## src/rtl/aclk_pkg.sv

```systemverilog
package aclk_pkg;

    localparam int CODE_W  = 3;
    localparam int RATIO_W = 5;

    typedef enum logic [1:0] {
        ST_IDLE  = 2'd0,
        ST_RUN   = 2'd1,
        ST_FAULT = 2'd2
    } aclk_state_t;

    // Module clocks per master period.
    function automatic logic [RATIO_W-1:0] mclk_ratio(input logic [CODE_W-1:0] code);
        logic [RATIO_W-1:0] r;
        unique case (code)
            3'd0:    r = RATIO_W'(1);
            3'd1:    r = RATIO_W'(2);
            3'd2:    r = RATIO_W'(4);
            3'd3:    r = RATIO_W'(6);
            3'd4:    r = RATIO_W'(8);
            3'd5:    r = RATIO_W'(12);
            3'd6:    r = RATIO_W'(16);
            default: r = RATIO_W'(24);
        endcase
        return r;
    endfunction

    // Master periods per bit period; illegal codes fall back to 2.
    function automatic logic [RATIO_W-1:0] bclk_ratio(input logic [CODE_W-1:0] code);
        logic [RATIO_W-1:0] r;
        unique case (code)
            3'd1:    r = RATIO_W'(4);
            3'd2:    r = RATIO_W'(6);
            3'd3:    r = RATIO_W'(8);
            3'd4:    r = RATIO_W'(12);
            3'd5:    r = RATIO_W'(16);
            default: r = RATIO_W'(2);
        endcase
        return r;
    endfunction

    function automatic logic bclk_code_ok(input logic [CODE_W-1:0] code);
        return code < CODE_W'(6);
    endfunction

endpackage

```

## src/rtl/aclk_phase_div.sv

```systemverilog
module aclk_phase_div
    import aclk_pkg::*;
#(
    parameter int CW         = RATIO_W,
    parameter bit HIGH_FIRST = 1'b1
) (
    input  logic          clk,
    input  logic          rst_n,
    input  logic          clr_i,
    input  logic          act_i,
    input  logic          step_i,
    input  logic [CW-1:0] ratio_i,
    output logic          tick_o,
    output logic          level_o
);

    localparam logic [CW-1:0] ONE = CW'(1);

    logic [CW-1:0] cnt_q;
    logic [CW-1:0] half;
    logic          last;

    assign half   = ratio_i >> 1;
    assign last   = (cnt_q == ratio_i - ONE);
    assign tick_o = act_i & step_i & last;

    always_ff @(posedge clk or negedge rst_n) begin
        if (!rst_n) begin
            cnt_q <= '0;
        end else if (clr_i) begin
            cnt_q <= '0;
        end else if (act_i && step_i) begin
            cnt_q <= last ? '0 : cnt_q + ONE;
        end
    end

    generate
        if (HIGH_FIRST) begin : g_high_first
            assign level_o = act_i & ((ratio_i == ONE) | (cnt_q < half));
        end else begin : g_low_first
            assign level_o = act_i & (cnt_q >= half);
        end
    endgenerate

endmodule

```

## src/rtl/aclk_frame.sv

```systemverilog
module aclk_frame #(
    parameter int WORD_W = 6
) (
    input  logic              clk,
    input  logic              rst_n,
    input  logic              clr_i,
    input  logic              act_i,
    input  logic              step_i,
    input  logic [WORD_W-1:0] word_i,
    output logic              lr_o,
    output logic              frame_end_o
);

    localparam logic [WORD_W-1:0] ONE = WORD_W'(1);

    logic [WORD_W-1:0] bit_q;
    logic              lr_q;
    logic              word_done;

    // word_i of 0 wraps to all ones: 2^WORD_W bits per half frame.
    assign word_done   = act_i & step_i & (bit_q == word_i - ONE);
    assign frame_end_o = word_done & lr_q;
    assign lr_o        = act_i & lr_q;

    always_ff @(posedge clk or negedge rst_n) begin
        if (!rst_n) begin
            bit_q <= '0;
            lr_q  <= 1'b0;
        end else if (clr_i) begin
            bit_q <= '0;
            lr_q  <= 1'b0;
        end else if (act_i && step_i) begin
            bit_q <= word_done ? '0 : bit_q + ONE;
            if (word_done) begin
                lr_q <= ~lr_q;
            end
        end
    end

endmodule

```

## src/rtl/aclk_ctrl.sv

```systemverilog
module aclk_ctrl
    import aclk_pkg::*;
#(
    parameter int WORD_W = 6
) (
    input  logic               clk,
    input  logic               rst_n,
    input  logic               en_i,
    input  logic [CODE_W-1:0]  mcode_i,
    input  logic [CODE_W-1:0]  bcode_i,
    input  logic [WORD_W-1:0]  word_i,
    input  logic               frame_end_i,
    output aclk_state_t        state_o,
    output logic               cnt_clr_o,
    output logic [RATIO_W-1:0] m_ratio_o,
    output logic [RATIO_W-1:0] b_ratio_o,
    output logic [WORD_W-1:0]  word_o
);

    aclk_state_t state_q;
    aclk_state_t state_d;
    logic        load;

    // State register.
    always_ff @(posedge clk or negedge rst_n) begin
        if (!rst_n) begin
            state_q <= ST_IDLE;
        end else begin
            state_q <= state_d;
        end
    end

    // Transitions.
    always_comb begin
        state_d = state_q;
        unique case (state_q)
            ST_IDLE: begin
                if (en_i) begin
                    state_d = bclk_code_ok(bcode_i) ? ST_RUN : ST_FAULT;
                end
            end
            ST_RUN: begin
                if (!en_i) begin
                    state_d = ST_IDLE;
                end else if (frame_end_i && !bclk_code_ok(bcode_i)) begin
                    state_d = ST_FAULT;
                end
            end
            ST_FAULT: begin
                if (!en_i) begin
                    state_d = ST_IDLE;
                end else if (bclk_code_ok(bcode_i)) begin
                    state_d = ST_RUN;
                end
            end
            default: state_d = ST_IDLE;
        endcase
    end

    // Per-state outputs.
    always_comb begin
        load      = 1'b0;
        cnt_clr_o = 1'b0;
        unique case (state_q)
            ST_IDLE: begin
                load      = 1'b1;
                cnt_clr_o = 1'b1;
            end
            ST_RUN: begin
                load = frame_end_i;
            end
            ST_FAULT: begin
                load      = (state_d == ST_RUN);
                cnt_clr_o = (state_d == ST_RUN);
            end
            default: begin
                cnt_clr_o = 1'b1;
            end
        endcase
    end

    // Active configuration, stored already decoded.
    always_ff @(posedge clk or negedge rst_n) begin
        if (!rst_n) begin
            m_ratio_o <= RATIO_W'(1);
            b_ratio_o <= RATIO_W'(2);
            word_o    <= '0;
        end else if (load) begin
            m_ratio_o <= mclk_ratio(mcode_i);
            b_ratio_o <= bclk_ratio(bcode_i);
            word_o    <= word_i;
        end
    end

    assign state_o = state_q;

endmodule

```

## src/rtl/aclk_divgen.sv

```systemverilog
module aclk_divgen
    import aclk_pkg::*;
#(
    parameter int WORD_W = 6
) (
    input  logic              clk,
    input  logic              rst_n,
    input  logic              mclk_en_i,
    input  logic [CODE_W-1:0] mdiv_code_i,
    input  logic [CODE_W-1:0] bdiv_code_i,
    input  logic [WORD_W-1:0] word_bits_i,
    output logic              mclk_o,
    output logic              mclk_stb_o,
    output logic              bclk_o,
    output logic              bclk_stb_o,
    output logic              lrclk_o,
    output logic              cfg_err_o
);

    aclk_state_t        state_s;
    logic               cnt_clr_s;
    logic               run_s;
    logic               act_s;
    logic               frame_end_s;
    logic [RATIO_W-1:0] m_ratio_s;
    logic [RATIO_W-1:0] b_ratio_s;
    logic [WORD_W-1:0]  word_s;

    assign run_s     = (state_s == ST_RUN);
    assign act_s     = (state_s != ST_IDLE);
    assign cfg_err_o = (state_s == ST_FAULT);

    aclk_ctrl #(.WORD_W(WORD_W)) u_ctrl (
        .clk        (clk),
        .rst_n      (rst_n),
        .en_i       (mclk_en_i),
        .mcode_i    (mdiv_code_i),
        .bcode_i    (bdiv_code_i),
        .word_i     (word_bits_i),
        .frame_end_i(frame_end_s),
        .state_o    (state_s),
        .cnt_clr_o  (cnt_clr_s),
        .m_ratio_o  (m_ratio_s),
        .b_ratio_o  (b_ratio_s),
        .word_o     (word_s)
    );

    aclk_phase_div #(.CW(RATIO_W), .HIGH_FIRST(1'b1)) u_mdiv (
        .clk    (clk),
        .rst_n  (rst_n),
        .clr_i  (cnt_clr_s),
        .act_i  (act_s),
        .step_i (1'b1),
        .ratio_i(m_ratio_s),
        .tick_o (mclk_stb_o),
        .level_o(mclk_o)
    );

    aclk_phase_div #(.CW(RATIO_W), .HIGH_FIRST(1'b0)) u_bdiv (
        .clk    (clk),
        .rst_n  (rst_n),
        .clr_i  (cnt_clr_s),
        .act_i  (run_s),
        .step_i (mclk_stb_o),
        .ratio_i(b_ratio_s),
        .tick_o (bclk_stb_o),
        .level_o(bclk_o)
    );

    aclk_frame #(.WORD_W(WORD_W)) u_frame (
        .clk        (clk),
        .rst_n      (rst_n),
        .clr_i      (cnt_clr_s),
        .act_i      (run_s),
        .step_i     (bclk_stb_o),
        .word_i     (word_s),
        .lr_o       (lrclk_o),
        .frame_end_o(frame_end_s)
    );

endmodule

```

## config.mk

```make
export PLATFORM = sky130hd
export DESIGN_NAME = aclk_divgen
export DESIGN_NICKNAME = d
export VERILOG_FILES = /design/src/rtl/aclk_pkg.sv /design/src/rtl/aclk_phase_div.sv /design/src/rtl/aclk_frame.sv /design/src/rtl/aclk_ctrl.sv /design/src/rtl/aclk_divgen.sv
export SDC_FILE = /design/constraint.sdc
export NUM_CORES = 1
export LEC_CHECK = 0
export BUFFER_PORTS_ARGS = -buffer_cell sky130_fd_sc_hd__buf_4
export CAP_MARGIN = 20
export CORE_AREA = 2 2 70 72
export CTS_BUF_LIST = sky130_fd_sc_hd__clkbuf_2
export DETAILED_ROUTE_END_ITERATION = 12
export DIE_AREA = 0 0 72 74
export HOLD_SLACK_MARGIN = 0.1
export PLACE_DENSITY = 0.76
export SLEW_MARGIN = 20
export SYNTH_ARGS = -nofsm -noshare
export SYNTH_HDL_FRONTEND = slang
export SYNTH_HIERARCHICAL = 1
export SYNTH_SLANG_ARGS = --single-unit
```

## constraint.sdc

```tcl
create_clock -name clk -period 3.6 [get_ports clk]
set_input_delay 0.36 -clock clk [delete_from_list [all_inputs] [get_ports clk]]
set_output_delay 0.36 -clock clk [all_outputs]
set_load 0.01 [all_outputs]
```

==> impl_results.md, run 1 <==
* Vias at between 1500 and 2000
* Port Buffer Count at 20
* Clk pin slew, worst setup/hold paths at 0.17 ns
* CTS tree: yes
* Synth-to-layout area growth at 13.9%
* Status: finished clean
* Clk buf depth at 2
* Total track usage at 18.9%
* Area of the core at between 4000 and 5000 sq um
* Hold Startpoint: word_bits_i[1]
* CTS root buf: clkbuf_2
* Seq/Total Area, Yosys at 35.0%
* Largest net degree at the start of global routing at 35
* Htree depth at 2
* Post-synth cell types at 52
* Via/cell ratio at between 5 and 6
* LEAKAGE at between 0.001 and 0.0015 uW
* Hold endpoint: u_ctrl/word_o[1]
* Global-route wire length before repair at 7.87 mm
* Setup tns final at 0 ns
* Worst slack, placed at between 0.01 and 0.015 ns
* Crit path kind: reg -> reg
* Die Span X at approximately 72 um
* Detail Route Antenna Nets at 0
* Mean Syn Cell Area at 10.1 sq um
* Slack of the worst reg-to-reg path at about 0.17 ns
* Post-synth EDFFs at 0
* Worst reg2reg path startpoint: u_ctrl/m_ratio_o[0]
* Peak Freq at 291 MHz
* CTS Buf Count at 5
* Min-Delay Path Class: in -> reg
* Die ar. at approximately 5300 sq um
* Max Cap Viol at 0
* Antenna diodes at 0
* Ys flop type: dfrtp_1
* Synth Register Bits at 34
* Hold Fails Final Rpt at 0
* Mapped Cells at 241
* Pins Over Slew Limit at 0
* CP startpoint: u_ctrl/m_ratio_o[0]
* Number of remaining DRC errors at 0
* Total Wirelength at 4.68 mm
* Worst-Skew Late Latency at 0.38 ns
* Ys Warns at 6
* Mapped cell area at 2440 sq um
* Hpwl dp at 3.39 mm
* Vias in the first global route at 1750
* Setup WS post-layout at 0.169 ns
* CTS sink count at 34
* Initial core utilization at 53.0%
* Critical Path End Type: flip-flop
* Initial antenna violation count at 0
* FP Rows at 25
* Worst path required time at 3.87 ns
* Final min period at around 3.4 ns
* Wire per inst at 14.4 um
* Die Y-Extent at 74 um
* CP arrival at 3.71 ns
* RSZ-0062 raised after global routing: false
* # IOs at 21
* Pre-antenna DRT Iters at 4
* Tcrit/Tclk final at 95.3%
* Fraction of layout cells with a size suffix above 1 at 25.1%
* Post-layout net count at 301
* Max IR drop VDD at 224 uV
* Reg2reg end: u_ctrl/b_ratio_o[2]
* Synth async-reset ratio at 100%
* Pwr Density at 325 nW/um^2
* Hold Path Cell Cnt at 2
* R2R depth at 16
* # setup viols final at 0
* Initial DRC count at between 70 and 80
* Grt ovf at 0
* Setup crit start kind: flip-flop
* Crit-path max FO at 7
* Setup Skew at 0.0208 ns
* GPL Wtd Cong at between 0.8 and 0.9
critical path: stages (launching register included):
cell and delay, ns:
dfstp_2 0.57, inv_1 0.04, ha_1 0.28, xnor2_1 0.13, a211oi_2 0.23, o311ai_4 0.16, nor2_4 0.15, nand2_2 0.09
nor2_4 0.13, and2_4 0.18, nand4_1 0.13, a2111oi_4 0.31, and2_4 0.20, inv_2 0.04, o21ai_4 0.25, nand2_4 0.15
mux2_2 0.30
per-layer routing:
metal  global-route usage [%]  routed length (um)
met4                     6.29                  55
met1                     24.6                2190
met3                     3.93                 174
met5                        0                   0
met2                     31.8                2260
kinds of logic (layout without fill, tap and decap cells):
group / Yosys count / after routing / share of synthesized area (%)
multiplexers: 19 / 19 / 9.96
adder cells (fa/ha/maj): 15 / 15 / 7.70
flip-flops: 34 / 34 / 35.0
AO/OA/AOI/OAI: 44 / 44 / 15.0
XOR/XNOR: 25 / 25 / 9.30
AND/OR/NAND/NOR: 76 / 77 / 17.9
other: 2 / 3 / 0.308
buffers and inverters: 26 / 54 / 4.78
layout make-up:
type                       instances  area [sq um]
clock buffer                       5          25.0
timing repair buffer              26           198
multi-input combinational        183          1520
inverter                          21          78.8
tap                               54          67.6
fill                             371          1820
sequential                        34           853
clock inverter                     2          33.8
power breakdown:
| part | leakage, uW | switching (uW) | internal, uW |
|---|---|---|---|
| logic | 0.000744 | 111 | 113 |
| registers | 0.000444 | 34.1 | 406 |
| clock network | 0.0000365 | 126 | 112 |
| total | 0.00123 | 272 | 631 |
registers in the layout, summed over array words and instances (netlist names):
| name | count |
|---|---|
| u_ctrl/b_ratio_o | 4 |
| u_frame/bit_q | 6 |
| u_mdiv/cnt_q | 5 |
| u_frame/lr_q | 1 |
| u_ctrl/word_o | 6 |
| u_ctrl/state_o | 2 |
| u_ctrl/m_ratio_o | 5 |
| u_bdiv/cnt_q | 5 |
how the worst max path moves through the flow:
stage                                      to  slack (ns)  cells past startpoint
after floorplan           u_ctrl/b_ratio_o[4]       -0.06                     17
after global placement    u_ctrl/m_ratio_o[2]        0.14                     16
after detailed placement  u_ctrl/m_ratio_o[2]        0.01                     16
after CTS                 u_ctrl/m_ratio_o[2]        0.01                     16
after global routing      u_ctrl/m_ratio_o[1]       0.002                     16
final                     u_ctrl/b_ratio_o[2]        0.17                     16
cells in the final DEF (no fill, tap or decap), drive strengths merged, types with 2 or more instances in the layout:
master / count
buf: 25
dfrtp: 32
a21oi: 4
mux2i: 4
a21o: 2
o21ai: 14
mux2: 15
nand3: 8
xnor2: 10
dfstp: 2
o22ai: 2
o2111ai: 2
nor3: 8
a211oi: 4
nand4: 2
clkbuf: 5
nand3b: 6
a21boi: 3
conb: 3
a31oi: 5
ha: 15
and2: 3
o311ai: 2
nand2b: 6
or3: 2
a32o: 2
nor2: 10
nand2: 15
xor2: 15
nor2b: 9
nand4bb: 3
and3: 2
inv: 21
stage by stage:
step	util, %	cells	hold WS (ns)	total power [uW]	area [sq um]
5_1_grt	60.3	325	0.168	956	2770
6_report	60.3	325	0.197	902	2770
3_3_place_gp	57.7	312	0.329	658	2660
3_5_place_dp	57.7	312	0.336	664	2660
2_1_floorplan	-	242	0.0644	607	2470
4_1_cts	59.2	320	0.177	906	2720
Yosys cell counts (all sizes together), types with 2 or more instances:
| master | n | share of area, % |
|---|---|---|
| ha | 15 | 7.7 |
| mux2i | 4 | 1.6 |
| dfstp | 2 | 2.2 |
| dfrtp | 32 | 33 |
| nand4bb | 3 | 1.4 |
| nand2b | 6 | 1.5 |
| mux2 | 15 | 8.3 |
| a32o | 2 | 0.82 |
| nand3b | 6 | 1.8 |
| xnor2 | 10 | 3.9 |
| and3 | 2 | 0.57 |
| a211oi | 4 | 1.6 |
| a21oi | 4 | 0.82 |
| xor2 | 15 | 5.4 |
| nand4 | 2 | 0.51 |
| o311ai | 2 | 2.2 |
| and2 | 3 | 0.87 |
| buf | 4 | 1.4 |
| or3 | 2 | 0.51 |
| a21o | 2 | 0.62 |
| o2111ai | 2 | 0.72 |
| nand3 | 8 | 1.6 |
| nand2 | 14 | 2.6 |
| o22ai | 2 | 0.51 |
| inv | 21 | 3.2 |
| nor3 | 8 | 1.6 |
| nor2b | 9 | 2.3 |
| nor2 | 10 | 1.5 |
| a31oi | 5 | 1.3 |
| o21ai | 14 | 3.2 |
| conb | 2 | 0.31 |
| a21boi | 3 | 1.1 |
what timing repair did:
action                                  4_1_cts  5_1_grt
resized for setup                             0        1
hold buffers                                  1        0
endpoints found under the setup margin        0       15
buffers inserted                              0        4
hold endpoints to repair                     32        0
(Power assumes the default switching activity.)
==> run 2, diff against run 1 <==
CAP_MARGIN = 40   (was 20)
CORE_AREA = 2 2 68 70   (was 2 2 70 72)
DIE_AREA = 0 0 70 72   (was 0 0 72 74)
PLACE_DENSITY = 0.73   (was 0.76)
SYNTH_HIERARCHICAL = unset   (was 1)
clock period = 3.7 ns   (was 3.6 ns; I/O delays follow)
==> run 2 against run 1 <==
Die area is 5.4% lower. Design area is 8.3% lower. Sequential share of layout area is 2.8 points higher. Cell count is 5.2% lower.
==> impl_results.md, run 2 <==
* Yosys top cell by area: dfrtp_1
* Clk buf depth at 2
* Max Cap Viol at 0
* Die ar. at 5040 sq um
* Worst Tran Pin Value at 0.689 ns
* Area of the core at 4260 sq um
* Antenna diodes at 0
* Slowest stage delay, CP at between 0.6 and 0.7 ns
* Net Count, Synth at 262
* Post-synth EDFFs at 0
* Initial antenna violation count at 0
* Worst reg2reg path startpoint: u_ctrl.m_ratio_o[0]
* Synth cell count leaders: dfrtp_1 (32), nor2_1 (22), inv_1 (20), xnor2_1 (16), ha_1 (14)
* Ys Warns at 0
* Worst-Skew Late Latency at 0.39 ns
* Pins Over Slew Limit at 0
* CTS root buf: clkbuf_2
* Hold Path Cell Cnt at 2
* Mapped cell area at 2310 sq um
* Largest net degree at the start of global routing at 35
* Worst slew margin at between 50% and 60%
* Global-route wire length before repair at 7.96 mm
* Slowest CP cell: dfstp_2
* Synth-to-layout area growth at 10.0%
* Htree depth at 2
* GPL Wtd Cong at approximately 0.86
* Vias at 1688
* Clk pin slew, worst setup/hold paths at between 0.15 and 0.2 ns
* Cell Chain, Critical Path: inv_1 > ha_1 > xnor2_1 > a211oi_2 > o311ai_2 > nor4_4 > a41o_1 > buf_4 > mux2_2
* Post-layout net count at 284
* Crit path kind: reg -> reg
* Die Y-Extent at 72 um
* Status: finished clean
* Mean Syn Cell Area at 9.92 sq um
* Vias in the first global route at roughly 1700
* R2R depth at 9
* Pwr Total at 891 uW
* Setup tns final at 0 ns
* Most frequent cell after synthesis: dfrtp_1
* RSZ-0062 raised after global routing: false
* Pre-antenna DRT Iters at 4
* WL met1 at 2.11 mm
* Worst path required time at 4.01 ns
* Worst setup endpoint: u_ctrl.word_o[1]
* # resized after CTS at 0
* CTS Buf Count at 5
* Total Wirelength at 4.44 mm
* Hold_buf cts at 1
* Hold Fails Final Rpt at 0
* Fraction of layout cells with a size suffix above 1 at 20.3%
* Setup crit start kind: flip-flop
* # Post-CTS Setup Buffers at 0
* CTS sink count at 34
* DR top layer: met4
* Filler cells at 399
* Initial DRC count at 84
* Detail Route Antenna Nets at 0
* Synth Register Bits at 34
* Final min period at between 3 and 4 ns
* CTS tree: yes
* FP Rows at 24
* Met3 WL at 168 um
* Ys flop type: dfrtp_1
* Max IR drop VDD at approximately 190 uV
* # setup viols final at 0
* LEAKAGE at 0.00115 uW
* CP startpoint: u_ctrl.m_ratio_o[0]
* Grt ovf at 0
* Wire per inst at 14.4 um
* Pwr Density at 350 nW/um^2
* CP arrival at 3.38 ns
* Top area cells in the synthesized netlist: dfrtp_1 (35%), ha_1 (7.6%), xnor2_1 (6.1%)
* Tcrit/Tclk final at 83.2%
* Slack of the worst reg-to-reg path at 0.62 ns
* Crit-path max FO at 11
* Reg2reg end: u_ctrl.word_o[1]
* Critical Path End Type: flip-flop
* Post-synth cell types at 50
* Die Span X at 70 um
* # IOs at 21
* Most common cell after layout, fill and taps aside: dfrtp_1
* Largest registers: u_ctrl.word_o x6, u_frame.bit_q x6
* Setup Skew at 0.0193 ns
* Min-Delay Path Class: in -> reg
* Most frequent cells in the layout: dfrtp_1 (32), nor2_1 (22), buf_4 (22)
* Mapped Cells at 233
* Port Buffer Count at 20
* Total track usage at 20.1%
* Seq/Total Area, Yosys at 36.9%
* Synth async-reset ratio at 100%
* Wire length on met2 at 2.09 mm
* Top-area cell type share of the netlist area at 34.7%
* Peak Freq at about 320 MHz
* Via/cell ratio at 5.48
* Hpwl dp at between 3 and 4 mm
* Number of remaining DRC errors at 0
* Initial core utilization at 54.2%
[run 2: changes by cell type after synthesis, sizes merged, moves of 3 or more]
cell	change
a211oi	-3
a21oi	+9
a31oi	-3
mux2	-5
mux2i	+3
nand2	-6
nand2b	-3
nor2	+12
nor2b	-5
xnor2	+6
xor2	-6
[run 2: final cells by class]
cell class                      count  area, sq um  share of cell area, %
Tap cell                           52         65.1                   2.56
Clock buffer                        5         25.0                  0.984
Sequential cell                    34          853                   33.6
Clock inverter                      3         40.0                   1.57
Inverter                           20         75.1                   2.95
Timing Repair Buffer               23          175                   6.89
Multi-Input combinational cell    171         1310                   51.5
[run 2: worst min-delay path by stage]
stage,startpoint,endpoint,slack [ns]
after floorplan,rst_n,u_bdiv.cnt_q[0],0.07
after global placement,rst_n,u_ctrl.word_o[2],0.35
after detailed placement,rst_n,u_ctrl.word_o[3],0.35
after CTS,word_bits_i[4],u_ctrl.word_o[4],0.18
after global routing,word_bits_i[1],u_ctrl.word_o[1],0.16
final,word_bits_i[4],u_ctrl.word_o[4],0.19
[run 2: routing by layer]
metal	global-route usage [%]	up-vias
li1	-	855
met1	26.5	796
met2	33.3	30
met3	4.58	7
met4	6.41	0
met5	0	-
[run 2: stage by stage]
stage                     instance area (sq um)  hold slack [ns]  setup WS, ns  std cells  utilization, %
after global routing                       2540            0.158         0.466        308            59.6
after floorplan                            2310           0.0744         0.949        233               -
after detailed placement                   2470            0.345         0.634        299            57.9
final                                      2540            0.192         0.622        308            59.6
after global placement                     2470            0.348         0.765        299            57.9
after CTS                                  2540            0.176         0.614        308            59.6
[run 2: power breakdown]
part	switching, uW	internal (uW)	leakage [uW]	total, uW
Clock	133	112	0.0000427	245
Sequential	32.6	399	0.000441	431
Combinational	106	109	0.000664	214
Total	272	619	0.00115	891
[run 2: worst max-delay path, delay by kind of cell, from the launching register on]
family / cells / cell delay (ns)
buffers and inverters: 2 / 0.33
xor gates and xnor gates: 1 / 0.14
muxes: 1 / 0.35
DFF: 1 / 0.61
adders and majority gates: 1 / 0.30
AOI/OAI and AO/OA: 3 / 0.76
and+or+nand+nor: 1 / 0.49
[run 2: cell families (layout without fill, tap and decap cells)]
| family | Yosys count | after routing | synth area share (%) |
|---|---|---|---|
| XOR/XNOR | 26 | 26 | 10.4 |
| multiplexers | 17 | 17 | 8.72 |
| flip-flops | 34 | 34 | 36.9 |
| buffers and inverters | 28 | 51 | 6.44 |
| AO/OA/AOI/OAI | 38 | 38 | 10.4 |
| adder cells (fa/ha/maj) | 14 | 14 | 7.58 |
| AND/OR/NAND/NOR | 76 | 76 | 19.4 |
==> run 3, diff against run 2 <==
clock period = 2.95 ns   (was 3.7 ns; I/O delays follow)
==> run 3 against run 2 <==
Clock skew is 0.0035 ns lower. Fmax is 12% higher. Critical path type unchanged. Die area stayed put. Critical endpoint is now u_bdiv.cnt_q[3]. Highest routed layer unchanged. Global-route usage is 0.48 points lower.
==> impl_results.md, run 3 (same netlist as run 2, synthesis figures left out) <==
* # setup viols final at 0
* Initial DRC count at 56
* Setup Skew at 0.0158 ns
* Initial core utilization at a little over half
* Vias at 1714
* Comb pwr share at between 20% and 30%
* Critical Path End Type: flip-flop
* LEAKAGE at 0.00119 uW
* Largest net degree at the start of global routing at 35
* Die Y-Extent at 72 um
* Die Span X at approximately 70 um
* Clock power share at 27.0%
* Total track usage at 19.6%
* Detail Route Antenna Nets at 0
* Wire per inst at 14.3 um
* Worst slew margin at approximately 58%
* Hold Fails Final Rpt at 0
* DR top layer: met4
* Buf+Inv Stages, Crit Path at 2
* Psw at 343 uW
* Global-route wire length before repair at 7.80 mm
* Worst path required time at ~3.3 ns
* Tcrit/Tclk final at ~93%
* Cell Chain, Critical Path: inv_1 > ha_1 > xnor2_1 > a211oi_2 > o311ai_4 > buf_4 > or2_4 > or4_1 > a21oi_1
* Pins Over Slew Limit at 0
* FP Rows at 24
* Post-layout net count at 291
* Htree depth at 2
* Slowest stage delay, CP at 0.60 ns
* Port Buffer Count at 20
* CTS sink count at 34
* Final hold slack at roughly 0.13 ns
* Largest registers: u_ctrl.word_o x6, u_frame.bit_q x6
* Hold endpoint: u_ctrl.word_o[0]
* R2R depth at 9
* Setup crit start kind: flip-flop
* Worst Tran Pin Value at 0.633 ns
* Max Cap Viol at 0
* Hpwl dp at 3.30 mm
* CTS Buf Count at 5
* Met3 WL at 188 um
* Die ar. at 5040 sq um
* Hold Startpoint: word_bits_i[0]
* Peak Freq at 363 MHz
* Total Wirelength at 4.52 mm
* Area post-placement at 2490 sq um
* Synth-to-layout area growth at 14.0%
* Area of the core at approximately 4300 sq um
* RSZ-0062 raised after global routing: false
* Most frequent cells in the layout: dfrtp_1 (32), buf_4 (23), nor2_1 (22)
* Clk buf depth at 2
* CTS root buf: clkbuf_2
* Via/cell ratio at 5.44
* Design Area, Final at 2630 sq um
* Initial antenna violation count at 0
* Min-Delay Path Class: in -> reg
* Hold Path Cell Cnt at 2
* Wire length on met2 at 2.04 mm
* Reg2reg end: u_bdiv.cnt_q[3]
* Status: finished clean
* Worst reg2reg path startpoint: u_ctrl.m_ratio_o[0]
* Placed Cells at 301
* Area of all sequential standard cells at roughly 850 sq um
* Pwr Density at 428 nW/um^2
* Slowest CP cell: dfstp_2
* Multi-input logic area at 1320 sq um
* GPL Wtd Cong at roughly 0.84
* Filler cells at 367
* CTS tree: yes
* Fraction of layout cells with a size suffix above 1 at between 20% and 30%
* Pint at 786 uW
* Max IR drop VDD at 268 uV
* Slack of the worst reg-to-reg path at 0.19 ns
* Sequential power share at 47.9%
* Number of remaining DRC errors at 0
* # IOs at 21
* Antenna diodes at 0
* Crit path kind: reg -> reg
* CP arrival at 3.07 ns
* Worst-Skew Late Latency at between 0.3 and 0.4 ns
* Setup tns final at 0 ns
* Pre-antenna DRT Iters at 4
* WL met1 at 2.22 mm
* Net Sw Frac at 30.4%
* Grt ovf at 0
* Crit-path max FO at 8
* Final min period at 2.76 ns
* Most common cell after layout, fill and taps aside: dfrtp_1
* Crit-path leading delay family: simple AND/OR/NAND/NOR gates
* Clk pin slew, worst setup/hold paths at 0.18 ns
* Final Instance Count excl. Fillers at 315
* Vias in the first global route at 1730
## run 3: power groups by stage
stage / registers [uW] / clock network, uW / logic, uW
after floorplan: 535 / 0 / 214
after global placement: 548 / 0 / 264
after detailed placement: 550 / 0 / 272
after CTS: 542 / 313 / 276
after global routing: 547 / 336 / 319
final: 541 / 304 / 283
## run 3: cell type report
cell class,count,share of cell area (%)
flip-flops and latches,34,32.4
well taps,52,2.47
clock buffers,5,0.950
clock inverters,3,1.52
multi-input cells,171,50.2
inverters,20,2.85
repair buffers,30,9.64
## run 3: repair_timing
action | 4_1_cts | 5_1_grt
hold buffers | 3 | 2
setup buffers | 0 | 1
gates resized for setup | 0 | 3
setup endpoints to repair | 0 | 1
endpoints found under the hold margin | 34 | 2
## run 3: how the worst max path moves through the flow
stage,slack [ns],endpoint,depth (start not counted),from
after floorplan,0.20,u_ctrl.word_o[2],10,u_ctrl.m_ratio_o[0]
after global placement,0.35,u_bdiv.cnt_q[3],9,u_ctrl.m_ratio_o[0]
after global routing,0.04,bclk_stb_o,8,u_ctrl.m_ratio_o[0]
after CTS,0.08,bclk_stb_o,8,u_ctrl.m_ratio_o[0]
after detailed placement,0.23,u_bdiv.cnt_q[3],9,u_ctrl.m_ratio_o[0]
final,0.19,u_bdiv.cnt_q[3],9,u_ctrl.m_ratio_o[0]
## run 3: stage by stage
stage	power, uW	worst slack, ns	utilization (%)
2_1_floorplan	749	0.199	-
3_3_place_gp	812	0.347	58.5
3_5_place_dp	822	0.234	58.5
4_1_cts	1130	0.0830	60.7
5_1_grt	1200	0.0390	61.8
6_report	1130	0.192	61.8
## run 3: metal layers
layer	vias up	track usage [%]
met5	-	0
met4	0	8.55
met3	8	5.69
met2	36	31.1
met1	811	25.3
li1	859	-
